==> src/rtl/seg_pkg.sv <==
package seg_pkg;
  typedef enum logic [1:0] {
    ACC_RD  = 2'd0,
    ACC_WR  = 2'd1,
    ACC_EX  = 2'd2,
    ACC_RSV = 2'd3
  } acc_e;

  typedef enum logic [1:0] {
    FLT_NONE   = 2'd0,
    FLT_ABSENT = 2'd1,
    FLT_BOUNDS = 2'd2,
    FLT_RIGHTS = 2'd3
  } flt_e;
endpackage

==> src/rtl/seg_table.sv <==
module seg_table #(
  parameter int NUM_SEG = 16,
  parameter int IDX_W   = 4,
  parameter int PA_W    = 24,
  parameter int OFS_W   = 16
) (
  input  logic             clk,
  input  logic             rst,
  input  logic             wr_en,
  input  logic [IDX_W-1:0] wr_idx,
  input  logic [PA_W-1:0]  wr_base,
  input  logic [OFS_W-1:0] wr_len,
  input  logic             wr_present,
  input  logic [2:0]       wr_rights,
  input  logic [IDX_W-1:0] rd_idx,
  output logic [PA_W-1:0]  rd_base,
  output logic [OFS_W-1:0] rd_len,
  output logic             rd_present,
  output logic [2:0]       rd_rights,
  input  logic             set_chg,
  input  logic [IDX_W-1:0] set_idx,
  input  logic [IDX_W-1:0] st_idx,
  output logic             st_chg
);
  // Base, length and rights: plain arrays without reset, so RAM can be inferred.
  logic [PA_W-1:0]  base_mem   [NUM_SEG];
  logic [OFS_W-1:0] len_mem    [NUM_SEG];
  logic [2:0]       rights_mem [NUM_SEG];
  // Presence and modified flags need a reset, so they stay in flops.
  logic [NUM_SEG-1:0] present_q;
  logic [NUM_SEG-1:0] chg_q;

  always_ff @(posedge clk) begin
    if (wr_en) begin
      base_mem[wr_idx]   <= wr_base;
      len_mem[wr_idx]    <= wr_len;
      rights_mem[wr_idx] <= wr_rights;
    end
  end

  always_ff @(posedge clk) begin
    if (rst) begin
      present_q <= '0;
    end else if (wr_en) begin
      present_q[wr_idx] <= wr_present;
    end
  end

  // The configuration clear comes last, so it wins over a same-cycle set.
  always_ff @(posedge clk) begin
    if (rst) begin
      chg_q  <= '0;
      st_chg <= 1'b0;
    end else begin
      st_chg <= chg_q[st_idx];
      if (set_chg) chg_q[set_idx] <= 1'b1;
      if (wr_en)   chg_q[wr_idx]  <= 1'b0;
    end
  end

  assign rd_base    = base_mem[rd_idx];
  assign rd_len     = len_mem[rd_idx];
  assign rd_rights  = rights_mem[rd_idx];
  assign rd_present = present_q[rd_idx];

  p_cfg_clears_chg_r10: assert property (@(posedge clk) disable iff (rst)
    wr_en |=> !chg_q[$past(wr_idx)]);

  p_write_sets_chg_r9: assert property (@(posedge clk) disable iff (rst)
    (set_chg && !(wr_en && wr_idx == set_idx)) |=> chg_q[$past(set_idx)]);
endmodule

==> src/rtl/seg_check.sv <==
module seg_check
  import seg_pkg::*;
#(
  parameter int PA_W  = 24,
  parameter int OFS_W = 16
) (
  input  logic             present,
  input  logic [2:0]       rights,
  input  logic [OFS_W-1:0] len,
  input  logic [PA_W-1:0]  base,
  input  logic [OFS_W-1:0] off,
  input  logic [1:0]       acc,
  output flt_e             fault,
  output logic [PA_W-1:0]  paddr
);
  logic rights_ok;

  always_comb begin
    case (acc_e'(acc))
      ACC_RD:  rights_ok = rights[0];
      ACC_WR:  rights_ok = rights[1];
      ACC_EX:  rights_ok = rights[2];
      default: rights_ok = 1'b0;
    endcase
  end

  // Priority: absent first, then bounds, then rights.
  always_comb begin
    if (!present)         fault = FLT_ABSENT;
    else if (off >= len)  fault = FLT_BOUNDS;
    else if (!rights_ok)  fault = FLT_RIGHTS;
    else                  fault = FLT_NONE;
  end

  assign paddr = base + PA_W'(off);
endmodule

==> src/rtl/seg_xlate.sv <==
module seg_xlate
  import seg_pkg::*;
#(
  parameter int NUM_SEG = 16,
  parameter int PA_W    = 24,
  parameter int OFS_W   = 16,
  localparam int IDX_W  = $clog2(NUM_SEG)
) (
  input  logic             clk,
  input  logic             rst,
  input  logic             cfg_we,
  input  logic [IDX_W-1:0] cfg_idx,
  input  logic [PA_W-1:0]  cfg_base,
  input  logic [OFS_W-1:0] cfg_len,
  input  logic             cfg_present,
  input  logic [2:0]       cfg_rights,
  input  logic             req_valid,
  input  logic [IDX_W-1:0] req_seg,
  input  logic [OFS_W-1:0] req_off,
  input  logic [1:0]       req_acc,
  output logic             rsp_valid,
  output logic [1:0]       rsp_fault,
  output logic [PA_W-1:0]  rsp_paddr,
  input  logic [IDX_W-1:0] sts_idx,
  output logic             sts_changed
);
  logic [PA_W-1:0]  tbl_base;
  logic [OFS_W-1:0] tbl_len;
  logic             tbl_present;
  logic [2:0]       tbl_rights;
  flt_e             chk_fault;
  logic [PA_W-1:0]  chk_paddr;
  logic             wr_ok;

  assign wr_ok = req_valid && (acc_e'(req_acc) == ACC_WR) && (chk_fault == FLT_NONE);

  seg_table #(
    .NUM_SEG(NUM_SEG), .IDX_W(IDX_W), .PA_W(PA_W), .OFS_W(OFS_W)
  ) u_table (
    .clk(clk), .rst(rst),
    .wr_en(cfg_we), .wr_idx(cfg_idx), .wr_base(cfg_base), .wr_len(cfg_len),
    .wr_present(cfg_present), .wr_rights(cfg_rights),
    .rd_idx(req_seg), .rd_base(tbl_base), .rd_len(tbl_len),
    .rd_present(tbl_present), .rd_rights(tbl_rights),
    .set_chg(wr_ok), .set_idx(req_seg),
    .st_idx(sts_idx), .st_chg(sts_changed)
  );

  seg_check #(.PA_W(PA_W), .OFS_W(OFS_W)) u_check (
    .present(tbl_present), .rights(tbl_rights), .len(tbl_len),
    .base(tbl_base), .off(req_off), .acc(req_acc),
    .fault(chk_fault), .paddr(chk_paddr)
  );

  always_ff @(posedge clk) begin
    if (rst) begin
      rsp_valid <= 1'b0;
      rsp_fault <= 2'd0;
      rsp_paddr <= '0;
    end else begin
      rsp_valid <= req_valid;
      rsp_fault <= req_valid ? chk_fault : FLT_NONE;
      rsp_paddr <= (req_valid && chk_fault == FLT_NONE) ? chk_paddr : '0;
    end
  end

  p_valid_after_req_r2: assert property (@(posedge clk) disable iff (rst)
    req_valid |=> rsp_valid);

  p_no_spurious_valid_r2: assert property (@(posedge clk) disable iff (rst)
    !req_valid |=> !rsp_valid);

  p_absent_fault_r4: assert property (@(posedge clk) disable iff (rst)
    (req_valid && !tbl_present) |=> (rsp_fault == 2'd1));

  p_bounds_fault_r5: assert property (@(posedge clk) disable iff (rst)
    (req_valid && tbl_present && req_off >= tbl_len) |=> (rsp_fault == 2'd2));

  p_fault_zero_addr_r8: assert property (@(posedge clk) disable iff (rst)
    (rsp_valid && rsp_fault != 2'd0) |-> (rsp_paddr == '0));
endmodule

==> config.mk <==
export PLATFORM = sky130hd
export DESIGN_NAME = seg_xlate
export DESIGN_NICKNAME = d
export VERILOG_FILES = /design/src/rtl/seg_pkg.sv /design/src/rtl/seg_table.sv /design/src/rtl/seg_check.sv /design/src/rtl/seg_xlate.sv
export SDC_FILE = /design/constraint.sdc
export NUM_CORES = 1
export LEC_CHECK = 0
export BUFFER_PORTS_ARGS = -buffer_cell sky130_fd_sc_hd__buf_2
export CELL_PAD_IN_SITES_DETAIL_PLACEMENT = 2
export CELL_PAD_IN_SITES_GLOBAL_PLACEMENT = 2
export CORE_MARGIN = 3
export CORE_UTILIZATION = 40
export DETAILED_ROUTE_END_ITERATION = 6
export PLACE_DENSITY = 0.76
export SETUP_SLACK_MARGIN = 0.5
export SLEW_MARGIN = 20
export SYNTH_ARGS = -nofsm -noshare
export SYNTH_HDL_FRONTEND = slang
export SYNTH_SLANG_ARGS = --single-unit
==> constraint.sdc <==
create_clock -name clk -period 6.5 [get_ports clk]
set_input_delay 0.65 -clock clk [delete_from_list [all_inputs] [get_ports clk]]
set_output_delay 0.65 -clock clk [all_outputs]
set_load 0.01 [all_outputs]
# --- Word-level counts from Yosys, hierarchy flattened ---
# Memories as Yosys holds them, arrays and structs flattened.
# Cells that the tools add are included.
# Widths: inputs -> output; s select.
totals:
  ff_bits: 60
  mem_bits_rw: 688
  inputBits: 78
  out_inout_bits: 28
  wordCells: 50
  mem_count: 3
mem_list:
  columns: ["memory", "depth", "word_bits", "read_ports", "rd_ports_with_merged_regs", "wr", "line_no", "source"]
  rows:
  - ["u_table.base_mem", 16, 24, 1, 0, 1, "seg_table.sv:26", "logic [PA_W-1:0] base_mem [NUM_SEG];"]
  - ["u_table.len_mem", 16, 16, 1, 0, 1, "seg_table.sv:27", "logic [OFS_W-1:0] len_mem [NUM_SEG];"]
  - ["u_table.rights_mem", 16, 3, 1, 0, 1, "seg_table.sv:28", "logic [2:0] rights_mem [NUM_SEG];"]
op_classes:
  addsub: 1
  order_cmp: 6
  eq_ne: 2
  mux: 18
  n_bitwise: 5
  reduce_logical: 9
op_table:
  columns: ["cell", "n"]
  rows:
  - ["$mux 16", 3]
  - ["$add 24x16->24", 1]
  - ["$and 16x16->16", 1]
  - ["$bwmux 16", 1]
  - ["$ge 16x16->1", 1]
  - ["$not 16->16", 1]
  - ["$or 16x16->16", 1]
  - ["$lt 4x5->1 const B", 3]
  - ["$bmux 1 s4", 2]
  - ["$demux 1 s4", 2]
  - ["$ge 4x1->1 const B", 2]
  - ["$mux 1", 6]
  - ["$mux 2", 3]
  - ["$logic_and 1x1->1", 5]
  - ["$logic_not 2->1", 2]
  - ["$reduce_or 2->1", 2]
  - ["$pmux 1 s3", 1]
  - ["$eq 2x1->1 const B", 1]
  - ["$eq 2x2->1 const B", 1]
  - ["$not 1->1", 2]

# --- Depth between registers and ports, before layout ---
depth:
  ltp_word: 11
  ltp_mapped: 17
  ltp_nobuf: 12

# --- Modules after synthesis ---
# A second synthesis with hierarchy kept.
hier_totals:
  hier_cells: 1498
  area_unflattened_um2: 29594.6
by_module_without_submodules:
  columns: ["mod", "n_inst", "cells_per_inst", "area_each_um2", "seq_area_each_um2"]
  rows:
  - ["seg_table", 1, 1223, 27199.8, 21320.4]
  - ["seg_check", 1, 216, 1619.1, 0.0]
  - ["seg_xlate", 1, 59, 775.7, 540.5]

# --- Worst setup path after synthesis ---
# Ideal clock, no wire load.
synth_path:
  kind: "input to register"
  from: "input port cfg_idx[3]"
  to: "register u_table.present_q[0]"
  setup_time_ns: 0.128
  arrival_ns: 5.700
  required_ns: 6.372
  setup_slack_ns: 0.672
  stages: 4
  path_buffers: 1
  path_cell_list: "clkbuf_1 > nor4_1 > mux2i_1 > nor2_1"
synth_between:
  elab_chain_len: 5
  elab_cells_between_ends: 6
  cone_classes: "order compare (2); mux (3); reduce/logical (1)"
synth_lines:
  columns: ["item", "line_no", "source"]
  rows:
  - ["start, declared", "seg_xlate.sv:12", "input logic [IDX_W-1:0] cfg_idx,"]
  - ["$lt 4x5->1 (implied by the code) / $ge 4x1->1 (equally long branches)", "seg_table.sv:45", "present_q[wr_idx] <= wr_present;"]
  - ["$logic_and 1x1->1 (implied by the code)", "seg_table.sv:45", null]
  - ["$mux 1 (implied by the code)", "seg_table.sv:45", null]
  - ["$demux 1 s4 (*)", null, null]
  - ["$bwmux 16 (*)", "seg_table.sv:45", null]
  - ["end signal, assigned by index", "seg_table.sv:45", null]
  - ["end, declared", "seg_table.sv:30", "logic [NUM_SEG-1:0] present_q;"]
# Mark *: on every way between the ends. The rest lies on a longest branch, timed or not.
# A chain may end at the register's enable or synchronous reset.

# --- Worst setup path after layout ---
layout_path:
  from: "input port req_seg[0]"
  to: "register rsp_paddr[23]"
layout_between:
  elab_chain_len: 9
  elab_cells_between_ends: 15
  cone_classes: "add/sub (1); order compare (1); mux (6); bitwise (1); reduce/logical (3); memory (3)"
layout_lines:
  columns: ["item", "line_no", "source"]
  rows:
  - ["start, declared", "seg_xlate.sv:18", "input logic [IDX_W-1:0] req_seg,"]
  - ["parallel branches: the longest is 9 deep, another holds $mem_v2 16x16", null, null]
  - ["end signal, assigned", "seg_xlate.sv:63", "rsp_paddr <= (req_valid && chk_fault == FLT_NONE) ? chk_paddr : '0;"]
  - ["end, declared", "seg_xlate.sv:23", "output logic [PA_W-1:0] rsp_paddr,"]
# Parallel ways; which one is timed is not known. The select of a mux whose other input is x is not followed.

==> results_dict.tcl <==
set metrics [dict create \
    outcome "completed" \
    ys_seq_elements 748 \
    slowest_delay_ns 0.57 \
    p_clk_share_pct 42.4 \
    yosysWarningCount 0 \
    routed_wl_um 86700 \
    num_rows 98 \
    min_to "rsp_valid$_SDFF_PP0_" \
    arrival_ns 5.40 \
    area.growth.synth_to_final_pct 15.0 \
    core_area_um2 72100 \
    num_vias 15100 \
    cts_sinks 748 \
    cp.depth 12 \
    die_w_um 277 \
    drive_gt1_share_pct 31.5 \
    crit_buf_inv 2 \
    first_global_vias 16900 \
    synth_cells 1365 \
    cts_tree "built" \
    timing.slew.headroom_pct 27.2 \
    drc 0 \
    p_int_mw 8.24 \
    wl_per_cell_um 34.2 \
    rsz0062_at_grt "false" \
    vias_per_cell 5.95 \
    drv_slew 0 \
    fin_tns_setup_ns 0 \
    hold_slack_ns 0.389 \
    holdBufCountCts 0 \
    finalCriticalPeriod_ns 4.88 \
    async_flop_share_pct 0 \
    grt_max_degree 70 \
    end_kind "register" \
    synthTopCellsByCount "edfxtp_1, mux4_2, dfxtp_1, nor2_1, ha_1" \
    power_frac_seq_pct 50.7 \
    cts.clk_slew.worst_paths_ns 0.06 \
    yosysMostFrequentCell "edfxtp_1" \
    clockBufferDepth 3 \
    syn-mean-instance-area_um2 21.5 \
    synth_nets 1476 \
    layout.nets 1636 \
    required_ns 7.02 \
    final_area_um2 33700 \
    numCtsBuffers 80 \
    power_density_nw_per_um2 314 \
    clock_latency_ns 0.63 \
    cts_root_buf "clkbuf_16" \
    cts_resized 0 \
    antenna_left 0 \
    crit_family "compound AO/OA/AOI/OAI gates" \
    hold_viol 0 \
    cpMaxStageDelayCell "mux4_2" \
    die_y_um 277 \
    critPathMaxFanout 55 \
    yosys.area.top_type_share_pct 70.5 \
    hpwl_um 49200 \
    leakagePower_nw 11.0 \
    grt_usage_pct 22.7 \
    crit_type "primary input to register" \
    finalPower_mw 10.6 \
    r2r_end "rsp_paddr[15]$_SDFF_PP0_" \
    grt_antenna_before_repair 12 \
    placed_area_um2 31100 \
    synth_top_cell_by_area "edfxtp_1" \
    reg2reg_from "u_table.len_mem[14][0]$_DFFE_PP_" \
    hold_depth 2 \
    ys_types 56 \
    ys.flop_type "edfxtp_1" \
    tightestPinTransition_ns 1.09 \
    synth-edff-count 688 \
    switching_share_pct 22.3 \
    start_util_pct 40.7 \
    synthTopCellsByArea "edfxtp_1, mux4_2, dfxtp_1" \
    reg2regPathDepth 11 \
    ir_worst_vdd_mv 0.205 \
    port_buffers 105 \
    postLayoutCoreUtil_pct 46.8 \
    syn-cell-area_um2 29300 \
    grt_pass1_wl_um 126000 \
    ys_seq_area_share_pct 74.5 \
    dr.pass1.iters 5 \
    period_share_pct 75.0 \
    power_frac_comb_pct 6.9 \
    crit_path_cell_trace "buf_8, buf_12, mux4_2, mux4_2, ha_1, a21o_1, a2111o_1, a2111o_1, and3_1, nor3_1, o21ai_0, a21oi_1" \
    holdCritPathClass "primary input to register" \
    rrSetupSlack_ns 2.18 \
    io-pin-count 106 \
    skew_ns 0.0317 \
    fmax_mhz 205 \
    die_area_um2 76600 \
    setup_viol 0 \
    drt-initial-drc-count 1552 \
    worstHoldStart "req_valid" \
    critPathLaunchType "primary input" \
    htreeDepth 3 \
    grt.overflow.total 0 \
    switching_power_mw 2.36 \
    postCtsSetupBuffers 0 \
    max_cap_viol_count 0 \
    gp_congestion 0.758 \
]
-- through the flow --
| stage | std cells | setup slack (ns) |
|---|---|---|
| 2_1_floorplan | 1365 | 0.672 |
| 3_3_place_gp | 2391 | 1.35 |
| 3_5_place_dp | 2391 | 1.09 |
| 4_1_cts | 2532 | 1.68 |
| 5_1_grt | 2535 | 1.45 |
| 6_report | 2535 | 1.62 |
-- cells by family after synthesis --
group | after synthesis | synth area share, %
AND/OR/NAND/NOR | 147 | 2.50
buffers and inverters | 92 | 1.45
XOR/XNOR | 17 | 0.508
AO/OA/AOI/OAI | 88 | 2.05
flip-flops | 748 | 74.5
multiplexers | 240 | 17.5
adder cells (fa/ha/maj) | 33 | 1.43
-- sequential cells by signal, indices dropped and copies added, names as in the netlist --
register / flops
u_table.base_mem: 384
u_table.len_mem: 256
u_table.rights_mem: 48
rsp_paddr: 24
u_table.chg_q: 16
u_table.present_q: 16
rsp_fault: 2
rsp_valid: 1
u_table.st_chg: 1
-- routing by layer --
layer / up-vias / track usage [%] / routed length (µm) / share of wire, %
met4: 8 / 8.32 / 2860 / 3.3
met2: 627 / 38.3 / 44200 / 51
met3: 168 / 4.22 / 5600 / 6.5
met5: - / 0 / 56 / 0.065
met1: 8257 / 29.5 / 34000 / 39
li1: 6027 / - / - / -
-- worst reg2reg max path, delay by kind of cell, from the launching register on --
family	cells	cell delay [ns]
buf+inv	1	0.26
fa+ha+maj	1	0.29
compound gates	3	1.09
mux	2	0.98
simple gates	4	1.16
flops	1	0.40
-- final cells by class --
type	count	area (µm²)
inverter	28	105
clock inverter	32	299
timing repair buffer	142	900
tap	950	1190
clock buffer	109	2240
multi-input combinational	525	7140
fill	6408	38400
sequential	748	21900
antenna	1	2.50
-- how the worst max path moves through the flow --
stage | from | to | slack [ns]
2_1_floorplan | cfg_idx[3] | u_table.present_q[0]$_SDFFE_PP0P_ | 0.67
3_3_place_gp | req_seg[0] | rsp_paddr[21]$_SDFF_PP0_ | 1.35
3_5_place_dp | req_seg[0] | rsp_paddr[23]$_SDFF_PP0_ | 1.09
4_1_cts | req_seg[0] | rsp_paddr[23]$_SDFF_PP0_ | 1.68
5_1_grt | req_seg[0] | rsp_paddr[23]$_SDFF_PP0_ | 1.45
6_report | req_seg[0] | rsp_paddr[23]$_SDFF_PP0_ | 1.62
-- power by group through the flow --
stage / registers (mW) / clock network [mW] / logic (mW)
after global routing: 5.38 / 4.79 / 0.781
after detailed placement: 5.47 / 0 / 0.722
after floorplan: 5.46 / 0 / 0.428
after global placement: 5.46 / 0 / 0.666
after CTS: 5.37 / 4.59 / 0.733
final: 5.37 / 4.50 / 0.730
-- layout by cell type, fill, tap and decap left out, drive strengths merged, types with 2 or more instances in the layout --
cell type	instances
nand4	3
xnor2	8
o21ai	8
o2111ai	2
a21oi	28
inv	30
dfxtp	60
o211ai	4
a21boi	4
clkinvlp	2
nand2	17
and2	3
a21o	4
mux4	218
a31oi	9
nor3	28
nor4	5
nor2	51
edfxtp	688
or3	4
and3	8
a2111o	2
nand2b	8
nand3	9
a211oi	5
and4	2
bufinv	5
clkinv	23
nor2b	7
buf	142
a22oi	10
xor2	9
ha	32
o21bai	4
clkbuf	109
mux2i	22
No activity file was read; power rests on OpenSTA's default activity.
